[src/rtl/adc_rdconv_pkg.sv]
package adc_rdconv_pkg;

  // strobes from control to datapath
  typedef struct packed {
    logic start;    // conversion launched this cycle
    logic capture;  // core finished, take its code
  } ctrlStrb_t;

endpackage

[src/rtl/adc_rdconv_ctrl.sv]
module adc_rdconv_ctrl
  import adc_rdconv_pkg::*;
(
  input  logic      clk,
  input  logic      rst,
  input  logic      rdEn,
  input  logic      convDone,
  input  logic      settleZero,
  output ctrlStrb_t strb,
  output logic      busy,
  output logic      convStart
);

  typedef enum logic {IDLE, CONV} convState_t;
  convState_t state;

  always_comb begin
    strb.start   = rdEn && (state == IDLE) && settleZero;
    strb.capture = (state == CONV) && convDone;
  end

  always_ff @(posedge clk) begin
    if (rst) begin
      state     <= IDLE;
      convStart <= 1'b0;
    end else begin
      convStart <= strb.start;
      if (strb.start)        state <= CONV;
      else if (strb.capture) state <= IDLE;
    end
  end

  assign busy = (state == CONV);


  start_pulse_chk: assert property (@(posedge clk) disable iff (rst)
    strb.start |=> (convStart && busy));


  done_end_chk: assert property (@(posedge clk) disable iff (rst)
    (busy && convDone) |=> (!busy && !convStart));

endmodule

[src/rtl/adc_rdconv_dp.sv]
module adc_rdconv_dp
  import adc_rdconv_pkg::*;
#(
  parameter int DIV_FAST    = 4,
  parameter int DIV_SLOW    = 16,
  parameter int SETTLE_FAST = 1843,
  parameter int SETTLE_SLOW = 1843,
  parameter int RES_W       = 16,
  parameter int DATA_W      = 32
) (
  input  logic              clk,
  input  logic              rst,
  input  ctrlStrb_t         strb,
  input  logic              cfgWrEn,
  input  logic [DATA_W-1:0] cfgWrData,
  input  logic [RES_W-1:0]  convCode,
  output logic              convClkEn,
  output logic              settleZero,
  output logic [DATA_W-1:0] rdData
);

  localparam int DIV_MAX = (DIV_SLOW > DIV_FAST) ? DIV_SLOW : DIV_FAST;
  localparam int DIV_W   = (DIV_MAX > 2) ? $clog2(DIV_MAX) : 1;
  localparam int SET_MAX = (SETTLE_SLOW > SETTLE_FAST) ? SETTLE_SLOW : SETTLE_FAST;
  localparam int SET_W   = $clog2(SET_MAX + 1);
  localparam int EXT_W   = DATA_W - 1 - RES_W;
  localparam int DIVSEL_BIT = 16;
  localparam int SIGNED_BIT = 0;

  logic             divSel;
  logic             signedMode;
  logic [DIV_W-1:0] divCnt;
  logic [DIV_W-1:0] divLim;
  logic [SET_W-1:0] settleCnt;
  logic [SET_W-1:0] settleLoad;
  logic [RES_W-1:0] resultReg;
  logic             validReg;
  logic [EXT_W-1:0] extBits;
  logic             unusedCfg;

  assign unusedCfg = ^{cfgWrData[DATA_W-1:DIVSEL_BIT+1],
                       cfgWrData[DIVSEL_BIT-1:SIGNED_BIT+1]};

  // configuration register
  always_ff @(posedge clk) begin
    if (rst) begin
      divSel     <= 1'b0;
      signedMode <= 1'b0;
    end else if (cfgWrEn) begin
      divSel     <= cfgWrData[DIVSEL_BIT];
      signedMode <= cfgWrData[SIGNED_BIT];
    end
  end

  // clock-enable divider
  assign divLim    = divSel ? DIV_W'(DIV_SLOW - 1) : DIV_W'(DIV_FAST - 1);
  assign convClkEn = (divCnt >= divLim);

  always_ff @(posedge clk) begin
    if (rst || cfgWrEn)  divCnt <= '0;
    else if (convClkEn)  divCnt <= '0;
    else                 divCnt <= divCnt + 1'b1;
  end

  // settling hold-off counter in converter ticks
  assign settleLoad = divSel ? SET_W'(SETTLE_SLOW) : SET_W'(SETTLE_FAST);
  assign settleZero = (settleCnt == '0);

  always_ff @(posedge clk) begin
    if (rst)                            settleCnt <= '0;
    else if (strb.capture)              settleCnt <= settleLoad;
    else if (convClkEn && !settleZero)  settleCnt <= settleCnt - 1'b1;
  end

  // result and valid flag
  always_ff @(posedge clk) begin
    if (rst) begin
      resultReg <= '0;
      validReg  <= 1'b0;
    end else if (strb.start) begin
      validReg  <= 1'b0;
    end else if (strb.capture) begin
      resultReg <= convCode;
      validReg  <= 1'b1;
    end
  end

  // read data formatting
  generate
    if (EXT_W > 0) begin : g_ext
      assign extBits = signedMode ? {EXT_W{resultReg[RES_W-1]}} : '0;
      assign rdData  = {validReg && settleZero, extBits, resultReg};
    end else begin : g_noext
      assign extBits = '0;
      assign rdData  = {validReg && settleZero, resultReg};
    end
  endgenerate


  settle_block_chk: assert property (@(posedge clk) disable iff (rst)
    !settleZero |-> !strb.start);


  valid_clear_chk: assert property (@(posedge clk) disable iff (rst)
    strb.start |=> !rdData[DATA_W-1]);


  capture_load_chk: assert property (@(posedge clk) disable iff (rst)
    strb.capture |=> (rdData[RES_W-1:0] == $past(convCode)));


  result_hold_chk: assert property (@(posedge clk) disable iff (rst)
    !strb.capture |=> $stable(rdData[RES_W-1:0]));


  tick_pulse_chk: assert property (@(posedge clk) disable iff (rst)
    convClkEn |=> !convClkEn);

endmodule

[src/rtl/adc_rdconv.sv]
module adc_rdconv
  import adc_rdconv_pkg::*;
#(
  parameter int DIV_FAST    = 4,
  parameter int DIV_SLOW    = 16,
  parameter int SETTLE_FAST = 1843,
  parameter int SETTLE_SLOW = 1843
) (
  input  logic        clk,
  input  logic        rst,
  input  logic        rdEn,
  output logic [31:0] rdData,
  input  logic        cfgWrEn,
  input  logic [31:0] cfgWrData,
  output logic        convClkEn,
  output logic        convStart,
  input  logic        convDone,
  input  logic [15:0] convCode
);

  ctrlStrb_t strb;
  logic      busy;
  logic      settleZero;

  adc_rdconv_ctrl u_ctrl (
    .clk        (clk),
    .rst        (rst),
    .rdEn       (rdEn),
    .convDone   (convDone),
    .settleZero (settleZero),
    .strb       (strb),
    .busy       (busy),
    .convStart  (convStart)
  );

  adc_rdconv_dp #(
    .DIV_FAST    (DIV_FAST),
    .DIV_SLOW    (DIV_SLOW),
    .SETTLE_FAST (SETTLE_FAST),
    .SETTLE_SLOW (SETTLE_SLOW),
    .RES_W       (16),
    .DATA_W      (32)
  ) u_dp (
    .clk        (clk),
    .rst        (rst),
    .strb       (strb),
    .cfgWrEn    (cfgWrEn),
    .cfgWrData  (cfgWrData),
    .convCode   (convCode),
    .convClkEn  (convClkEn),
    .settleZero (settleZero),
    .rdData     (rdData)
  );


  status_idle_chk: assert property (@(posedge clk) disable iff (rst)
    rdData[31] |-> !busy);

endmodule

[config.mk]
export PLATFORM = sky130hd
export DESIGN_NAME = adc_rdconv
export DESIGN_NICKNAME = d
export VERILOG_FILES = /design/src/rtl/adc_rdconv_pkg.sv /design/src/rtl/adc_rdconv_ctrl.sv /design/src/rtl/adc_rdconv_dp.sv /design/src/rtl/adc_rdconv.sv
export SDC_FILE = /design/constraint.sdc
export NUM_CORES = 1
export LEC_CHECK = 0
export BUFFER_PORTS_ARGS = -buffer_cell sky130_fd_sc_hd__buf_2
export CAP_MARGIN = 10
export CORE_ASPECT_RATIO = 1.2
export CORE_MARGIN = 4
export CORE_UTILIZATION = 48
export CTS_BUF_LIST = sky130_fd_sc_hd__clkbuf_16
export DETAILED_ROUTE_END_ITERATION = 12
export PLACE_DENSITY = 0.86
export RECOVER_POWER = 25
export SETUP_SLACK_MARGIN = 0.2
export SLEW_MARGIN = 10
export SYNTH_ARGS = -nofsm -noshare
export SYNTH_HDL_FRONTEND = slang
export SYNTH_HIERARCHICAL = 1
export SYNTH_SLANG_ARGS = --single-unit
[constraint.sdc]
create_clock -name clk -period 4.1 [get_ports clk]
set_clock_uncertainty 0.05 [all_clocks]
set_input_delay 0.82 -clock clk [delete_from_list [all_inputs] [get_ports clk]]
set_output_delay 0.82 -clock clk [all_outputs]
set_load 0.03 [all_outputs]
Word-level counts from Yosys, hierarchy flattened
Index checks and enable logic that the tools add are counted.
{"block": "classes", "bitwise_logic": 2, "n_reduce_logical": 14, "n_addsub": 2, "magnitude_cmp": 1, "mux": 6}
{"operator": "11-bit 2-to-1 mux", "count": 2}
{"operator": "15-bit 2-to-1 mux", "count": 1}
{"operator": "11-bit logical NOT", "count": 1}
{"operator": "11-bit by 1-bit subtractor with 11-bit output (second input constant)", "count": 1}
{"operator": "2-bit OR reduction", "count": 3}
{"operator": "1-bit logical AND", "count": 5}
{"operator": "4-bit by 1-bit adder with 4-bit output (second input constant)", "count": 1}
{"operator": "4-bit greater-or-equal comparator", "count": 1}
{"operator": "4-bit 2-to-1 mux", "count": 1}
{"operator": "2-bit nonzero test", "count": 2}
{"operator": "1-bit 2-to-1 mux", "count": 2}
{"operator": "1-bit inverter", "count": 2}
{"operator": "2-bit AND reduction", "count": 1}
{"operator": "1-bit logical NOT", "count": 1}
{"operator": "1-bit logical OR", "count": 1}
{"block": "totals", "output_inout_bits": 34, "inputBits": 53, "elab_cells": 34, "register_bits": 36}

Longest topological paths before layout
{"block": "logic_depth", "ltp_word": 5, "mapped_depth": 11, "depth_no_buf": 9}

Cells and area by module
The synthesis kept the hierarchy.
{"mod": "adc_rdconv_dp", "n_inst": 1, "cells_each": 193, "seq_area_each_um2": 680.7, "area_each_um2": 1610.3}
{"mod": "adc_rdconv_ctrl", "n_inst": 1, "cells_each": 8, "seq_area_each_um2": 40.0, "area_each_um2": 90.1}

Worst setup path after synthesis
No wires, ideal clock.
{"block": "synth_timing", "kind": "reg-to-output", "start": "register u_dp.settleCnt[0]", "end": "output port rdData[31]", "slack_ns": 1.565, "arrival_ns": 1.665, "path_stages_with_launch": 6, "path_buffers": 0, "t_required_ns": 3.230, "path_cell_list": "dfxtp_1 inv_1 ha_1 or4b_1 nor4_4 and2_2"}
{"block": "synth_between", "elab_chain_len": 2}
{"element": "from (decl)", "line_no": "adc_rdconv_dp.sv:34", "text": "logic [SET_W-1:0] settleCnt;"}
{"element": "from (signal assigned)", "line_no": "adc_rdconv_dp.sv:71", "text": "else if (strb.capture) settleCnt <= settleLoad;"}
{"element": "from (signal assigned)", "line_no": "adc_rdconv_dp.sv:72", "text": "else if (convClkEn && !settleZero) settleCnt <= settleCnt - 1'b1;"}
{"element": "11-bit logical NOT", "line_no": "adc_rdconv_dp.sv:67", "text": "assign settleZero = (settleCnt == '0);"}
{"element": "net settleZero", "line_no": "adc_rdconv.sv:23", "text": "logic settleZero;"}
{"element": "1-bit logical AND", "line_no": "adc_rdconv_dp.sv:92", "text": "assign rdData = {validReg && settleZero, extBits, resultReg};"}
{"element": "to (decl)", "line_no": "adc_rdconv.sv:12", "text": "output logic [31:0] rdData,"}
The timed path passes the listed nets, and every way through them passes these cells.

Worst setup path in the final report
{"block": "layout_timing", "start": "register u_dp.settleCnt[1]", "end": "output port rdData[31]"}
Same word-level chain as after synthesis.

==> results.md <==
- The flow ran to the end, and the final reports show no timing, DRC or antenna violations.
- Of the synthesized area, sequential elements account for between 40% and 50%.
- Clock tree synthesis inserted a total of 5 buffers.
- The count of buffers added by post-CTS timing repair for setup is 0.
- The number of hold violations in the final report is 0.
- The longest clock path from root to sink contains 2 buffers.
- Leaving out fill and tap cells, the most frequent cell in the layout is buf_2.
- The overflow left after global routing is 0.
- The placed instances occupy a cell area of 0.00189 mm2.
- The worst path needs roughly 3.1 ns of the cycle, external delays included.
- The kind of launch point of the worst setup path is a register.
- The number of pins exceeding their max-slew limit in the final report is 0.
- The wire-length estimate of the detail-placed layout is between 2 and 3 mm.
- The combined global-route utilization of all metal layers is 17.5%.
- The via count is ~1500.
- Once routing completed, OpenROAD measured the worst setup slack at roughly 0.99 ns.
- The met3 track utilization from global routing is 6.32%.
- The chip width is 62.3 um.
- After clock tree synthesis, the clock-pin slew on the worst setup and hold paths is 0.05 ns.
- The later-pin clock latency in the skew report is ~0.28 ns.
- The post-cts repair resize count is 0.
- The number of antenna violations at the first check in global routing is 0.
- The filler cell count in the final layout is 291.
- The total power is roughly 0.9 mW.
- The largest net degree at the start of global routing is 34.
- The TritonCTS clock tree is done.
- The first-pass GRT wire length is 6.49 mm.
- The starting density of the core is 50.5%.
- The total power divided by cell area is 458 mW/mm2.
- The number of buffers inserted by hold repair at cts is 0.
- The number of instances in the placed design is between 200 and 300.
- The slack of the worst reg-to-reg path is 1.39 ns.
- The number of different library cells used by synthesis comes to 41.
- The worst hold path belongs to the class reg2reg.
- The post-synthesis area per instance is 8.46 um2.
- The worst-case hold slack is 0.404 ns.
- The number of detailed-route iterations in the first pass is 4.
- The number of setup violations in the final report is 0.
- The region available for standard cell placement spans about 0.0034 mm2.
- The final antenna diode count is 0.
- The cell depth of the worst flop-to-flop path is 9.
- The non-filler instance count after layout is 280.
- The flip-flop and latch count after synthesis is 36.
- The synthesized design contains 0 enable-type register cells.
- The maximum resistive drop on vdd is 0.000409 V.
- The worst endpoint required time is 3.23 ns.
- Timing analysis after detailed placement gives a worst setup slack of 1.32 ns.
- The floorplan step set the die height to 73.2 um.
- At the worst endpoint, the arrival time is 2.24 ns.
- The number of H-tree levels is 2.
- The boundary pin count is 87.
- The growth of design area from synthesis to finish is 18.3%.
- The global routing met1 resource utilization is 18.3%.
- After synthesis, the share of flip-flops with an asynchronous set or reset is 0%.
- The global-route layer with the greatest usage is met2.
- The relative slew slack is 5.21%.
- The Yosys warning count is 6.
- In this run, the number of DRC markers left after iteration 0 of detailed routing was 43.
- STA classifies the critical path endpoint as a primary output.
- The count of antenna-violating nets left after detailed routing is 0.
- In the routed layout, each cell is associated on average with a via count of 5.49.
- The detailed-route wire length per cell is 13.9 um.
- The number of rows created at floorplan is 23.
- Once layout is done, the placed cells without fillers occupy 0.00201 mm2.
- Following the worst setup path forward leads to its endpoint at rdData[31].
- The kind of critical path is reg2out.
- The via count of the first global-routing pass is 1494.
- Summed over all layers, the routed wires come to 3.89 mm.
- The setup TNS is 0 ns.
- The startpoint identified for the worst register-to-register timing path is u_dp/settleCnt[1]$_SDFFE_PP0P_.
- For this run, global-route usage on met2 was measured as about a third.
- The area of the mapped netlist is 0.00170 mm2.
- Setup repair after global routing left no endpoint under its margin.
- The die footprint is roughly 0.0046 mm2.
- The tree is rooted in a clkbuf_16.
- The largest fanout of any net on the critical path is 6.
- The count of maximum capacitance violations is 0.
- The library cells used most frequently in the layout, excluding fill and tap cells, are 40 x buf_2, 36 x dfxtp_1, 36 x nand2_1.
- Synthesis produced a netlist with a net count of 259.
- The post-synthesis cell count is between 200 and 250.
- The CTS sink count is 36.
- The global placer's final weighted congestion is 0.831.
- The leakage power summed over all cells is 0.872 nW.
- The multi-input combinational cell area is between 800 and 900 um2.
- The layout cell share with drive strength beyond 1 is 23.5%.
- The net total in the final layout is 301.
- The fmax is 322 MHz.
- The primary flip-flop cell chosen by synthesis mapping is dfxtp_1.
- The count of buffers from port buffering is 56.
- The number of remaining DRC errors is 0.
- The beginning of the critical path is u_dp/settleCnt[1]$_SDFFE_PP0P_.
- At the pin with the least slew margin, the transition time is 1.42 ns.
- Dividing the final minimum period by the clock period gives 75.8%.
- The sequential standard cell area is 721 um2.
- The worst register-to-register path ends at u_dp/resultReg[5]$_SDFFE_PP0P_.
- The final core utilization is 59.8%.
## Yosys cell counts (all sizes together), types with 5 or more instances
cell / number / share of area, %
ha: 5 / 3.7
buf: 17 / 6.9
dfxtp: 36 / 42
or3: 5 / 2.0
nand2: 36 / 7.9
nand3: 8 / 2.4
nor3: 5 / 1.5
nor2: 12 / 2.6
a31oi: 5 / 1.8
a21oi: 19 / 5.8
inv: 7 / 1.5
## worst max-delay path, cell delays in order, from the launching register on
cell and delay [ns]:
dfxtp_1 0.33, inv_1 0.11, ha_1 0.22, or4b_1 0.50, nor4_4 0.39, and2_2 0.22, buf_2 0.19
## sequential cells by signal, summed over array words and instances, names as in the netlist
name / flops
u_dp/resultReg: 16
u_dp/signedMode: 1
u_dp/divCnt: 4
u_dp/divSel: 1
u_ctrl/convStart: 1
u_ctrl/busy: 1
u_dp/settleCnt: 11
u_dp/validReg: 1
## final cells by class
cell class / count / share of cell area (%)
multi-input combinational: 137 / 40.8
sequential: 36 / 35.8
timing repair buffer: 56 / 12.9
clock buffer: 5 / 6.22
tap: 37 / 2.30
inverter: 7 / 1.31
clock inverter: 2 / 0.622
## worst min path at each step
stage,endpoint,cells after the start,from
floorplan,u_dp/divCnt[0]$_SDFF_PP0_,1,u_dp/divCnt[0]$_SDFF_PP0_
global placement,u_dp/divCnt[0]$_SDFF_PP0_,1,u_dp/divCnt[0]$_SDFF_PP0_
detailed placement,u_dp/resultReg[14]$_SDFFE_PP0P_,2,u_dp/resultReg[14]$_SDFFE_PP0P_
CTS,u_dp/resultReg[14]$_SDFFE_PP0P_,2,u_dp/resultReg[14]$_SDFFE_PP0P_
global route,u_dp/resultReg[11]$_SDFFE_PP0P_,2,u_dp/resultReg[11]$_SDFFE_PP0P_
finish,u_dp/resultReg[14]$_SDFFE_PP0P_,2,u_dp/resultReg[14]$_SDFFE_PP0P_
## metal layers
layer	routed length (um)	vias up
met5	0	-
met1	1520	708
met2	2020	51
met3	276	8
met4	76	0
li1	-	769
## report_power, final
part / switching [mW] / total, mW / internal [mW]
Clock: 0.134 / 0.354 / 0.220
Combinational: 0.114 / 0.178 / 0.0645
Sequential: 0.0180 / 0.390 / 0.372
Total: 0.266 / 0.922 / 0.657
## cell families (layout without fill, tap and decap cells)
logic type	Yosys count	count (layout)	synth area share (%)
AO/OA/AOI/OAI	37	37	13.6
XOR/XNOR	2	2	1.03
adder cells (fa/ha/maj)	5	5	3.68
multiplexers	3	3	1.77
flip-flops	36	36	42.4
buffers and inverters	28	70	9.34
AND/OR/NAND/NOR	90	90	28.2
(Power assumes the default switching activity.)
